$ cat src/rtl/pteCachePkg.sv
package pteCachePkg;
  typedef enum logic [1:0] {
    REG_CFG      = 2'd0,
    REG_FLUSH_HI = 2'd1,
    REG_FLUSH    = 2'd2,
    REG_SPARE    = 2'd3
  } regSelE;

  localparam int CFG_EN_BIT  = 29;
  localparam int CFG_LIM_LSB = 24;
  localparam int LIM_W       = 4;
  localparam int MAP_W       = 6;

  typedef struct packed {
    logic hitTake;
    logic fillEn;
    logic flushAll;
    logic flushAddr;
  } strobeT;
endpackage

$ cat src/rtl/pteCacheStore.sv
module pteCacheStore
  import pteCachePkg::*;
#(
  parameter int TAG_W  = 32,
  parameter int IDX_W  = 4,
  parameter int ATOM_W = 3,
  parameter int DATA_W = 32
) (
  input  logic                    clk,
  input  logic                    rstN,
  input  strobeT                  strobe,
  input  logic [TAG_W-1:0]        lookupTag,
  input  logic [IDX_W-1:0]        idxMap,
  output logic                    lookupHit,
  output logic [IDX_W-1:0]        lookupIdx,
  input  logic [IDX_W-1:0]        fillIdx,
  input  logic [TAG_W-1:0]        fillTag,
  input  logic [DATA_W-1:0]       fillData,
  input  logic [TAG_W-ATOM_W-1:0] flushKey,
  output logic                    hitRspValid,
  output logic [DATA_W-1:0]       hitRspData
);
  localparam int LINES = 1 << IDX_W;

  logic [LINES-1:0]  lineValid;
  logic [LINES-1:0]  clrLine;
  logic [TAG_W-1:0]  lineTag  [LINES];
  logic [DATA_W-1:0] lineData [LINES];

  assign lookupIdx = lookupTag[IDX_W-1:0] ^ (lookupTag[2*IDX_W-1:IDX_W] & idxMap);
  assign lookupHit = lineValid[lookupIdx] && (lineTag[lookupIdx] == lookupTag);

  for (genvar i = 0; i < LINES; i++) begin : gLine
    assign clrLine[i] = strobe.flushAll ||
                        (strobe.flushAddr && (lineTag[i][TAG_W-1:ATOM_W] == flushKey));
  end

  always_ff @(posedge clk) begin
    if (!rstN) begin
      lineValid <= '0;
    end else begin
      for (int i = 0; i < LINES; i++) begin
        if (strobe.fillEn && (fillIdx == IDX_W'(i))) lineValid[i] <= 1'b1;
        else if (clrLine[i])                           lineValid[i] <= 1'b0;
      end
    end
  end

  always_ff @(posedge clk) begin
    if (strobe.fillEn) begin
      lineTag[fillIdx]  <= fillTag;
      lineData[fillIdx] <= fillData;
    end
  end

  always_ff @(posedge clk) begin
    if (!rstN) begin
      hitRspValid <= 1'b0;
      hitRspData  <= '0;
    end else begin
      hitRspValid <= strobe.hitTake;
      if (strobe.hitTake) hitRspData <= lineData[lookupIdx];
    end
  end

  // a flush-all leaves no valid line behind
  p_flushall_r5: assert property (@(posedge clk) disable iff (!rstN)
    strobe.flushAll |=> (lineValid == '0));

  // an installed fill leaves its line valid
  p_fill_valid_r4: assert property (@(posedge clk) disable iff (!rstN)
    strobe.fillEn |=> lineValid[$past(fillIdx)]);
endmodule

$ cat src/rtl/pteCacheCtrl.sv
module pteCacheCtrl
  import pteCachePkg::*;
#(
  parameter int PA_W       = 34,
  parameter int IDX_W      = 4,
  parameter int ATOM_W     = 3,
  parameter int PEND_DEPTH = 16
) (
  input  logic                    clk,
  input  logic                    rstN,
  input  logic                    regWe,
  input  logic [1:0]              regAddr,
  input  logic [31:0]             regWdata,
  input  logic                    reqValid,
  input  logic [PA_W-1:0]         reqAddr,
  output logic                    reqReady,
  output logic                    memReqValid,
  input  logic                    memReqReady,
  output logic [PA_W-1:0]         memReqAddr,
  input  logic                    memRspValid,
  input  logic                    lookupHit,
  input  logic [IDX_W-1:0]        lookupIdx,
  output strobeT                  strobe,
  output logic [IDX_W-1:0]        fillIdx,
  output logic [PA_W-3:0]         fillTag,
  output logic [PA_W-3-ATOM_W:0]  flushKey,
  output logic [IDX_W-1:0]        idxMap
);
  localparam int TAG_W = PA_W - 2;
  localparam int KEY_W = TAG_W - ATOM_W;
  localparam int HI_W  = PA_W - 32;
  localparam int PTR_W = $clog2(PEND_DEPTH);
  localparam int CNT_W = PTR_W + 1;

  logic             cfgEnable;
  logic [LIM_W-1:0] cfgLimit;
  logic [MAP_W-1:0] cfgMap;
  logic [HI_W-1:0]  flushHi;

  logic [TAG_W-1:0]      pendTag [PEND_DEPTH];
  logic [IDX_W-1:0]      pendIdx [PEND_DEPTH];
  logic [PEND_DEPTH-1:0] pendKeep;
  logic [PTR_W-1:0]      wrPtr, rdPtr;
  logic [CNT_W-1:0]      pendCnt;

  logic            flushWr, isHit, limitOk, hitTake, push, pop, headKill;
  logic [PA_W-1:0] flushByte;
  logic [TAG_W-1:0] reqTag;
  logic            unusedBits;

  assign unusedBits = ^{regWdata[31:30], regWdata[28], regWdata[23:MAP_W],
                        reqAddr[1:0], cfgMap};

  // configuration and flush-high registers
  always_ff @(posedge clk) begin
    if (!rstN) begin
      cfgEnable <= 1'b0;
      cfgLimit  <= '0;
      cfgMap    <= '0;
      flushHi   <= '0;
    end else if (regWe) begin
      if (regAddr == REG_CFG) begin
        cfgEnable <= regWdata[CFG_EN_BIT];
        cfgLimit  <= regWdata[CFG_LIM_LSB +: LIM_W];
        cfgMap    <= regWdata[MAP_W-1:0];
      end
      if (regAddr == REG_FLUSH_HI) flushHi <= regWdata[HI_W-1:0];
    end
  end

  assign idxMap    = cfgMap[IDX_W-1:0];
  assign flushWr   = regWe && (regAddr == REG_FLUSH);
  assign flushByte = {flushHi, regWdata};
  assign flushKey  = flushByte[PA_W-1 -: KEY_W];

  // request handling
  assign reqTag     = reqAddr[PA_W-1:2];
  assign isHit      = cfgEnable && lookupHit;
  assign limitOk    = (pendCnt < CNT_W'(PEND_DEPTH)) &&
                      ((cfgLimit == '0) || (int'(pendCnt) < int'(cfgLimit)));
  assign memReqValid = reqValid && !regWe && !isHit && limitOk;
  assign memReqAddr  = {reqTag, 2'b00};
  assign reqReady    = !regWe && (isHit ? (pendCnt == '0) : (limitOk && memReqReady));
  assign hitTake     = reqValid && reqReady && isHit;
  assign push        = memReqValid && memReqReady;
  assign pop         = memRspValid && (pendCnt != '0);

  assign headKill = strobe.flushAll ||
                    (strobe.flushAddr && (pendTag[rdPtr][TAG_W-1:ATOM_W] == flushKey));

  assign strobe.hitTake   = hitTake;
  assign strobe.flushAll  = flushWr && !regWdata[0];
  assign strobe.flushAddr = flushWr && regWdata[0];
  assign strobe.fillEn    = pop && pendKeep[rdPtr] && !headKill;
  assign fillIdx          = pendIdx[rdPtr];
  assign fillTag          = pendTag[rdPtr];

  // pending-fill queue
  always_ff @(posedge clk) begin
    if (push) begin
      pendTag[wrPtr] <= reqTag;
      pendIdx[wrPtr] <= lookupIdx;
    end
  end

  always_ff @(posedge clk) begin
    if (!rstN) begin
      pendKeep <= '0;
    end else begin
      for (int k = 0; k < PEND_DEPTH; k++) begin
        if (push && (wrPtr == PTR_W'(k)))
          pendKeep[k] <= cfgEnable;
        else if (strobe.flushAll ||
                 (strobe.flushAddr && (pendTag[k][TAG_W-1:ATOM_W] == flushKey)))
          pendKeep[k] <= 1'b0;
      end
    end
  end

  always_ff @(posedge clk) begin
    if (!rstN) begin
      wrPtr   <= '0;
      rdPtr   <= '0;
      pendCnt <= '0;
    end else begin
      if (push) wrPtr <= wrPtr + 1'b1;
      if (pop)  rdPtr <= rdPtr + 1'b1;
      case ({push, pop})
        2'b10:   pendCnt <= pendCnt + 1'b1;
        2'b01:   pendCnt <= pendCnt - 1'b1;
        default: pendCnt <= pendCnt;
      endcase
    end
  end

  // a new memory read only leaves while below the limit
  p_limit_r9: assert property (@(posedge clk) disable iff (!rstN)
    (memReqValid && memReqReady && (cfgLimit != '0)) |-> (int'(pendCnt) < int'(cfgLimit)));

  // pending count stays within the queue depth
  p_depth_r9: assert property (@(posedge clk) disable iff (!rstN)
    pendCnt <= CNT_W'(PEND_DEPTH));

  // no acceptance during a register write
  p_hold_r11: assert property (@(posedge clk) disable iff (!rstN)
    regWe |-> !reqReady);

  // with caching off an accepted read always goes to memory
  p_bypass_r2: assert property (@(posedge clk) disable iff (!rstN)
    (reqValid && reqReady && !cfgEnable) |-> memReqValid);

  // memory only answers reads that are outstanding
  p_rsp_pending_r12: assert property (@(posedge clk) disable iff (!rstN)
    memRspValid |-> (pendCnt != '0));
endmodule

$ cat src/rtl/pteWordCache.sv
module pteWordCache
  import pteCachePkg::*;
#(
  parameter int PA_W       = 34,
  parameter int IDX_W      = 4,
  parameter int ATOM_BYTES = 32,
  parameter int PEND_DEPTH = 16
) (
  input  logic            clk,
  input  logic            rstN,
  input  logic            regWe,
  input  logic [1:0]      regAddr,
  input  logic [31:0]     regWdata,
  input  logic            reqValid,
  output logic            reqReady,
  input  logic [PA_W-1:0] reqAddr,
  output logic            rspValid,
  output logic [31:0]     rspData,
  output logic            memReqValid,
  input  logic            memReqReady,
  output logic [PA_W-1:0] memReqAddr,
  input  logic            memRspValid,
  input  logic [31:0]     memRspData
);
  localparam int TAG_W  = PA_W - 2;
  localparam int ATOM_W = $clog2(ATOM_BYTES) - 2;
  localparam int KEY_W  = TAG_W - ATOM_W;

  strobeT            strobe;
  logic              lookupHit;
  logic [IDX_W-1:0]  lookupIdx, fillIdx, idxMap;
  logic [TAG_W-1:0]  fillTag;
  logic [KEY_W-1:0]  flushKey;
  logic              hitRspValid;
  logic [31:0]       hitRspData;

  pteCacheCtrl #(
    .PA_W(PA_W), .IDX_W(IDX_W), .ATOM_W(ATOM_W), .PEND_DEPTH(PEND_DEPTH)
  ) ctrl (
    .clk(clk), .rstN(rstN),
    .regWe(regWe), .regAddr(regAddr), .regWdata(regWdata),
    .reqValid(reqValid), .reqAddr(reqAddr), .reqReady(reqReady),
    .memReqValid(memReqValid), .memReqReady(memReqReady), .memReqAddr(memReqAddr),
    .memRspValid(memRspValid),
    .lookupHit(lookupHit), .lookupIdx(lookupIdx),
    .strobe(strobe), .fillIdx(fillIdx), .fillTag(fillTag),
    .flushKey(flushKey), .idxMap(idxMap)
  );

  pteCacheStore #(
    .TAG_W(TAG_W), .IDX_W(IDX_W), .ATOM_W(ATOM_W), .DATA_W(32)
  ) store (
    .clk(clk), .rstN(rstN), .strobe(strobe),
    .lookupTag(reqAddr[PA_W-1:2]), .idxMap(idxMap),
    .lookupHit(lookupHit), .lookupIdx(lookupIdx),
    .fillIdx(fillIdx), .fillTag(fillTag), .fillData(memRspData),
    .flushKey(flushKey),
    .hitRspValid(hitRspValid), .hitRspData(hitRspData)
  );

  assign rspValid = hitRspValid || memRspValid;
  assign rspData  = hitRspValid ? hitRspData : memRspData;

  // a hit answer never collides with a memory answer
  p_rsp_excl_r12: assert property (@(posedge clk) disable iff (!rstN)
    !(hitRspValid && memRspValid));
endmodule

$ cat config.mk
export PLATFORM = sky130hd
export DESIGN_NAME = pteWordCache
export DESIGN_NICKNAME = d
export VERILOG_FILES = /design/src/rtl/pteCachePkg.sv /design/src/rtl/pteCacheStore.sv /design/src/rtl/pteCacheCtrl.sv /design/src/rtl/pteWordCache.sv
export SDC_FILE = /design/constraint.sdc
export NUM_CORES = 2
export LEC_CHECK = 0
export BUFFER_PORTS_ARGS = -buffer_cell sky130_fd_sc_hd__buf_2
export CAP_MARGIN = 10
export CORE_UTILIZATION = 50
export DETAILED_ROUTE_END_ITERATION = 12
export PLACE_DENSITY_LB_ADDON = 0.05
export SYNTH_ARGS = -nofsm -noshare
export SYNTH_HDL_FRONTEND = slang
export SYNTH_SLANG_ARGS = --single-unit
$ cat constraint.sdc
create_clock -name clk -period 6.25 [get_ports clk]
set_input_delay 0.3125 -clock clk [delete_from_list [all_inputs] [get_ports clk]]
set_output_delay 0.3125 -clock clk [all_outputs]
set_load 0.05 [all_outputs]
==> impl_metrics.py <==
metrics = {
    "status": {
        "status": "finished clean",
    },
    "cts": {
        "cts_buffer_depth": 3,
        "cts.clk_slew.worst_paths_ns": 0.06,
        "cts.sinks": 1693,
        "cts-buffers-inserted": 181,
        "root_buffer": "clkbuf_16",
        "clock_latency_ns": 0.85,
        "h-tree-depth": 4,
        "cts_setup_buffers": 0,
        "cts_tree": "done",
    },
    "grt": {
        "overflow": 0,
        "grt_pass1_wl_mm": 380,
        "grt_use_total": 0.354,
        "antenna_found_initial": 12,
        "grt_max_degree": 75,
        "grt_pass1_vias": 46500,
    },
    "layout": {
        "fin_util": 0.575,
        "drive_gt1_frac": 0.217,
        "area_delta_synth_final_pct": 14.4,
        "fin_cells": 7336,
        "final_common_cell": "edfxtp_1",
        "layout_common_cells": "edfxtp_1, xnor2_1, mux4_2",
        "nets": 5255,
    },
    "synthesis": {
        "synth_warnings": 0,
        "synth_edf_count": 1600,
        "synth_top_family_by_area": "multiplexers",
        "avgSynthCellArea_um2": 16.0,
        "synth_compound_area_frac": 0.0242,
        "synthAdderAreaFrac": 0.00220,
        "async_flop_share": 0,
        "yosysUniqueCellTypes": 74,
        "synth_seq_area_share": 0.645,
        "synth_xor_area_frac": 0.112,
        "synth.area.mux_share": 0.128,
        "synth_area_leaders": "edfxtp_1, mux4_2, xnor2_1, xor2_1, dfxtp_1",
        "synth-simple-area-share": 0.0666,
        "ys_ff_latch": 1693,
        "synth_top_area_cell": "edfxtp_1",
        "ys.flop_type": "edfxtp_1",
        "netlist_instances": 4827,
        "syn_area_um2": 77400,
        "yosysTopAreaCellShare": 0.621,
    },
    "die": {
        "pin_count": 175,
        "die_h_um": 395,
        "row_count": 144,
        "dieWidth_um": 395,
        "coreArea_um2": 154000,
        "dieArea_um2": 156000,
        "start_util": 0.503,
    },
    "setup_path": {
        "critPathMaxStageDelay_ns": 0.58,
        "crit_type": "flop to output pin",
        "required_ns": 5.94,
        "path_cells": "and3b_1 -> nor2_4 -> inv_8 -> buf_4 -> buf_6 -> mux4_2 -> a221oi_1 -> buf_4 -> xnor2_1 -> nor2_1 -> nand3_1 -> nor4b_4 -> buf_4 -> buf_4 -> or3b_2 -> a21oi_1 -> buf_2",
        "worstPathArrival_ns": 5.78,
        "end_kind": "output pin",
        "start_kind": "flop",
        "crit_path_max_fanout": 30,
        "cp_slowest_cell": "a221oi_1",
        "crit_top_cell": "buf_4",
    },
    "drt": {
        "avgRoutedWirePerCell_um": 37.8,
        "dr.pass1.iters": 5,
        "drt-initial-drc-count": 6264,
        "postRouteAntennaNets": 0,
        "wl_mm": 277,
        "via_per_inst": 6.45,
        "vias": 47300,
        "drc_errors": 0,
    },
    "power": {
        "ir_worst_vdd_mv": 0.249,
        "p_int_mw": 19.6,
        "switching_share": 0.254,
        "combPwrFrac": 0.114,
        "p_leak_nw": 28.3,
        "p_clk_frac": 0.405,
        "power_frac_seq": 0.481,
        "p_per_area_nw_per_um2": 296,
        "p_switching_mw": 6.67,
    },
    "sta": {
        "fmax_mhz": 164,
        "min_period_ns": 6.09,
        "finalCritPeriodShare": 0.975,
        "tns_ns": 0,
        "final-max-slew-violation-count": 0,
        "setup_violations": 0,
        "worst_pin_slew_ns": 1.41,
        "rsz0062_at_grt": "no",
        "slew_headroom": 0.0626,
        "final_hold_viol_count": 0,
        "fin_worst_skew_ns": 0.0602,
    },
    "placed_design": {
        "io_buffers": 169,
        "dp.cells": 6934,
        "gp_congestion": 1.04,
        "dpl.hpwl_mm": 190,
    },
    "hold_path": {
        "hold_class": "input port to flop",
    },
    "run": {
        "drv_cap": 0,
    },
}
[worst paths after layout]
kind | start | to | slack [ns] | depth (start not counted)
setup / recovery | ctrl.cfgMap[2] | reqReady | 0.16 | 17
hold / removal | regAddr[0] | ctrl.flushHi[0] | 0.04 | 4
setup reg to reg | ctrl.cfgMap[2] | ctrl.pendCnt[4] | 0.36 | 23
hold reg to reg | store.hitRspData[20] | store.hitRspData[20] | 0.46 | 2
[cell type report]
| class | count | area, um^2 |
|---|---|---|
| inverters | 29 | 131 |
| multi-input cells | 2764 | 26200 |
| clock inverters | 84 | 900 |
| diodes | 2 | 5.00 |
| clock buffers | 253 | 4990 |
| flip-flops and latches | 1693 | 49900 |
| well taps | 2044 | 2560 |
| repair buffers | 467 | 3870 |
| fillers | 12100 | 65300 |
[logic make-up (layout without fill, tap and decap cells)]
logic type | after synthesis | count (layout)
fa+ha+maj | 13 | 13
compound gates | 254 | 254
simple gates | 971 | 971
xor+xnor | 994 | 994
other cells | 1 | 4
buf+inv | 371 | 833
mux | 530 | 530
flops | 1693 | 1693
[metrics by stage]
step           hold slack, ns  cell area [um^2]  total power [mW]  setup slack, ns
2_1_floorplan           0.411             77400              14.5           -0.600
3_3_place_gp            0.444             82000              15.7            0.339
3_5_place_dp            0.450             82000              15.8            0.332
4_1_cts               0.00539             88500              26.3           0.0884
5_1_grt               0.00438             88500              26.9           0.0397
6_report               0.0411             88500              26.2            0.156
[cells in the mapped netlist, drive strengths merged (5+ instances only)]
| master | count |
|---|---|
| nand3 | 170 |
| o2111ai | 5 |
| clkbuf | 220 |
| nand2 | 269 |
| nand4b | 7 |
| xor2 | 345 |
| mux4 | 366 |
| a2111oi | 23 |
| a32o | 7 |
| a31oi | 7 |
| o21ai | 20 |
| a21oi | 53 |
| nor4 | 162 |
| dfxtp | 93 |
| nor2 | 68 |
| nand2b | 5 |
| mux2i | 127 |
| edfxtp | 1600 |
| inv | 29 |
| nand3b | 7 |
| a211oi | 46 |
| and2 | 6 |
| a221oi | 22 |
| mux2 | 37 |
| xnor2 | 649 |
| o221ai | 5 |
| and3b | 5 |
| nand4 | 170 |
| or4 | 6 |
| nor2b | 33 |
| a22o | 9 |
| a22oi | 10 |
| ha | 12 |
| o22ai | 7 |
| or3 | 5 |
| a21boi | 9 |
| and3 | 47 |
| buf | 122 |
[worst max-delay path: cells and delay by family, from the launching register on]
kind,cells,cell delay (ns)
XOR/XNOR,1,0.13
flip-flops,1,0.57
buffers and inverters,7,1.88
AO/OA/AOI/OAI,2,0.73
AND/OR/NAND/NOR,6,1.15
multiplexers,1,0.43
[state kept, by name, indices dropped and copies added, names as in the netlist, 5 cells and up, named ones only]
| signal | count |
|---|---|
| store.lineData | 512 |
| store.lineTag | 512 |
| ctrl.pendTag | 512 |
| ctrl.pendIdx | 64 |
| ctrl.pendKeep | 16 |
| store.hitRspData | 32 |
| store.lineValid | 16 |
| ctrl.pendCnt | 5 |
[power by group through the flow]
stage / clock network [mW] / logic, mW / registers [mW]
after global routing: 11.2 / 3.07 / 12.6
after CTS: 10.8 / 2.93 / 12.6
after floorplan: 0 / 1.68 / 12.8
after detailed placement: 0 / 2.89 / 12.9
after global placement: 0 / 2.88 / 12.9
final: 10.6 / 2.98 / 12.6
[routing by layer]
layer	vias up	share of wire	track usage
li1	19300	-	-
met1	24600	0.38	0.458
met2	2723	0.46	0.549
met3	673	0.082	0.0639
met4	4	0.082	0.238
met5	-	0.000083	0
[repair_timing]
action	in CTS	in global routing
hold endpoints to repair	794	0
resized for setup	0	3
endpoints found under the setup margin	0	1
hold buffers	61	0
No activity file was read; power rests on OpenSTA's default activity.
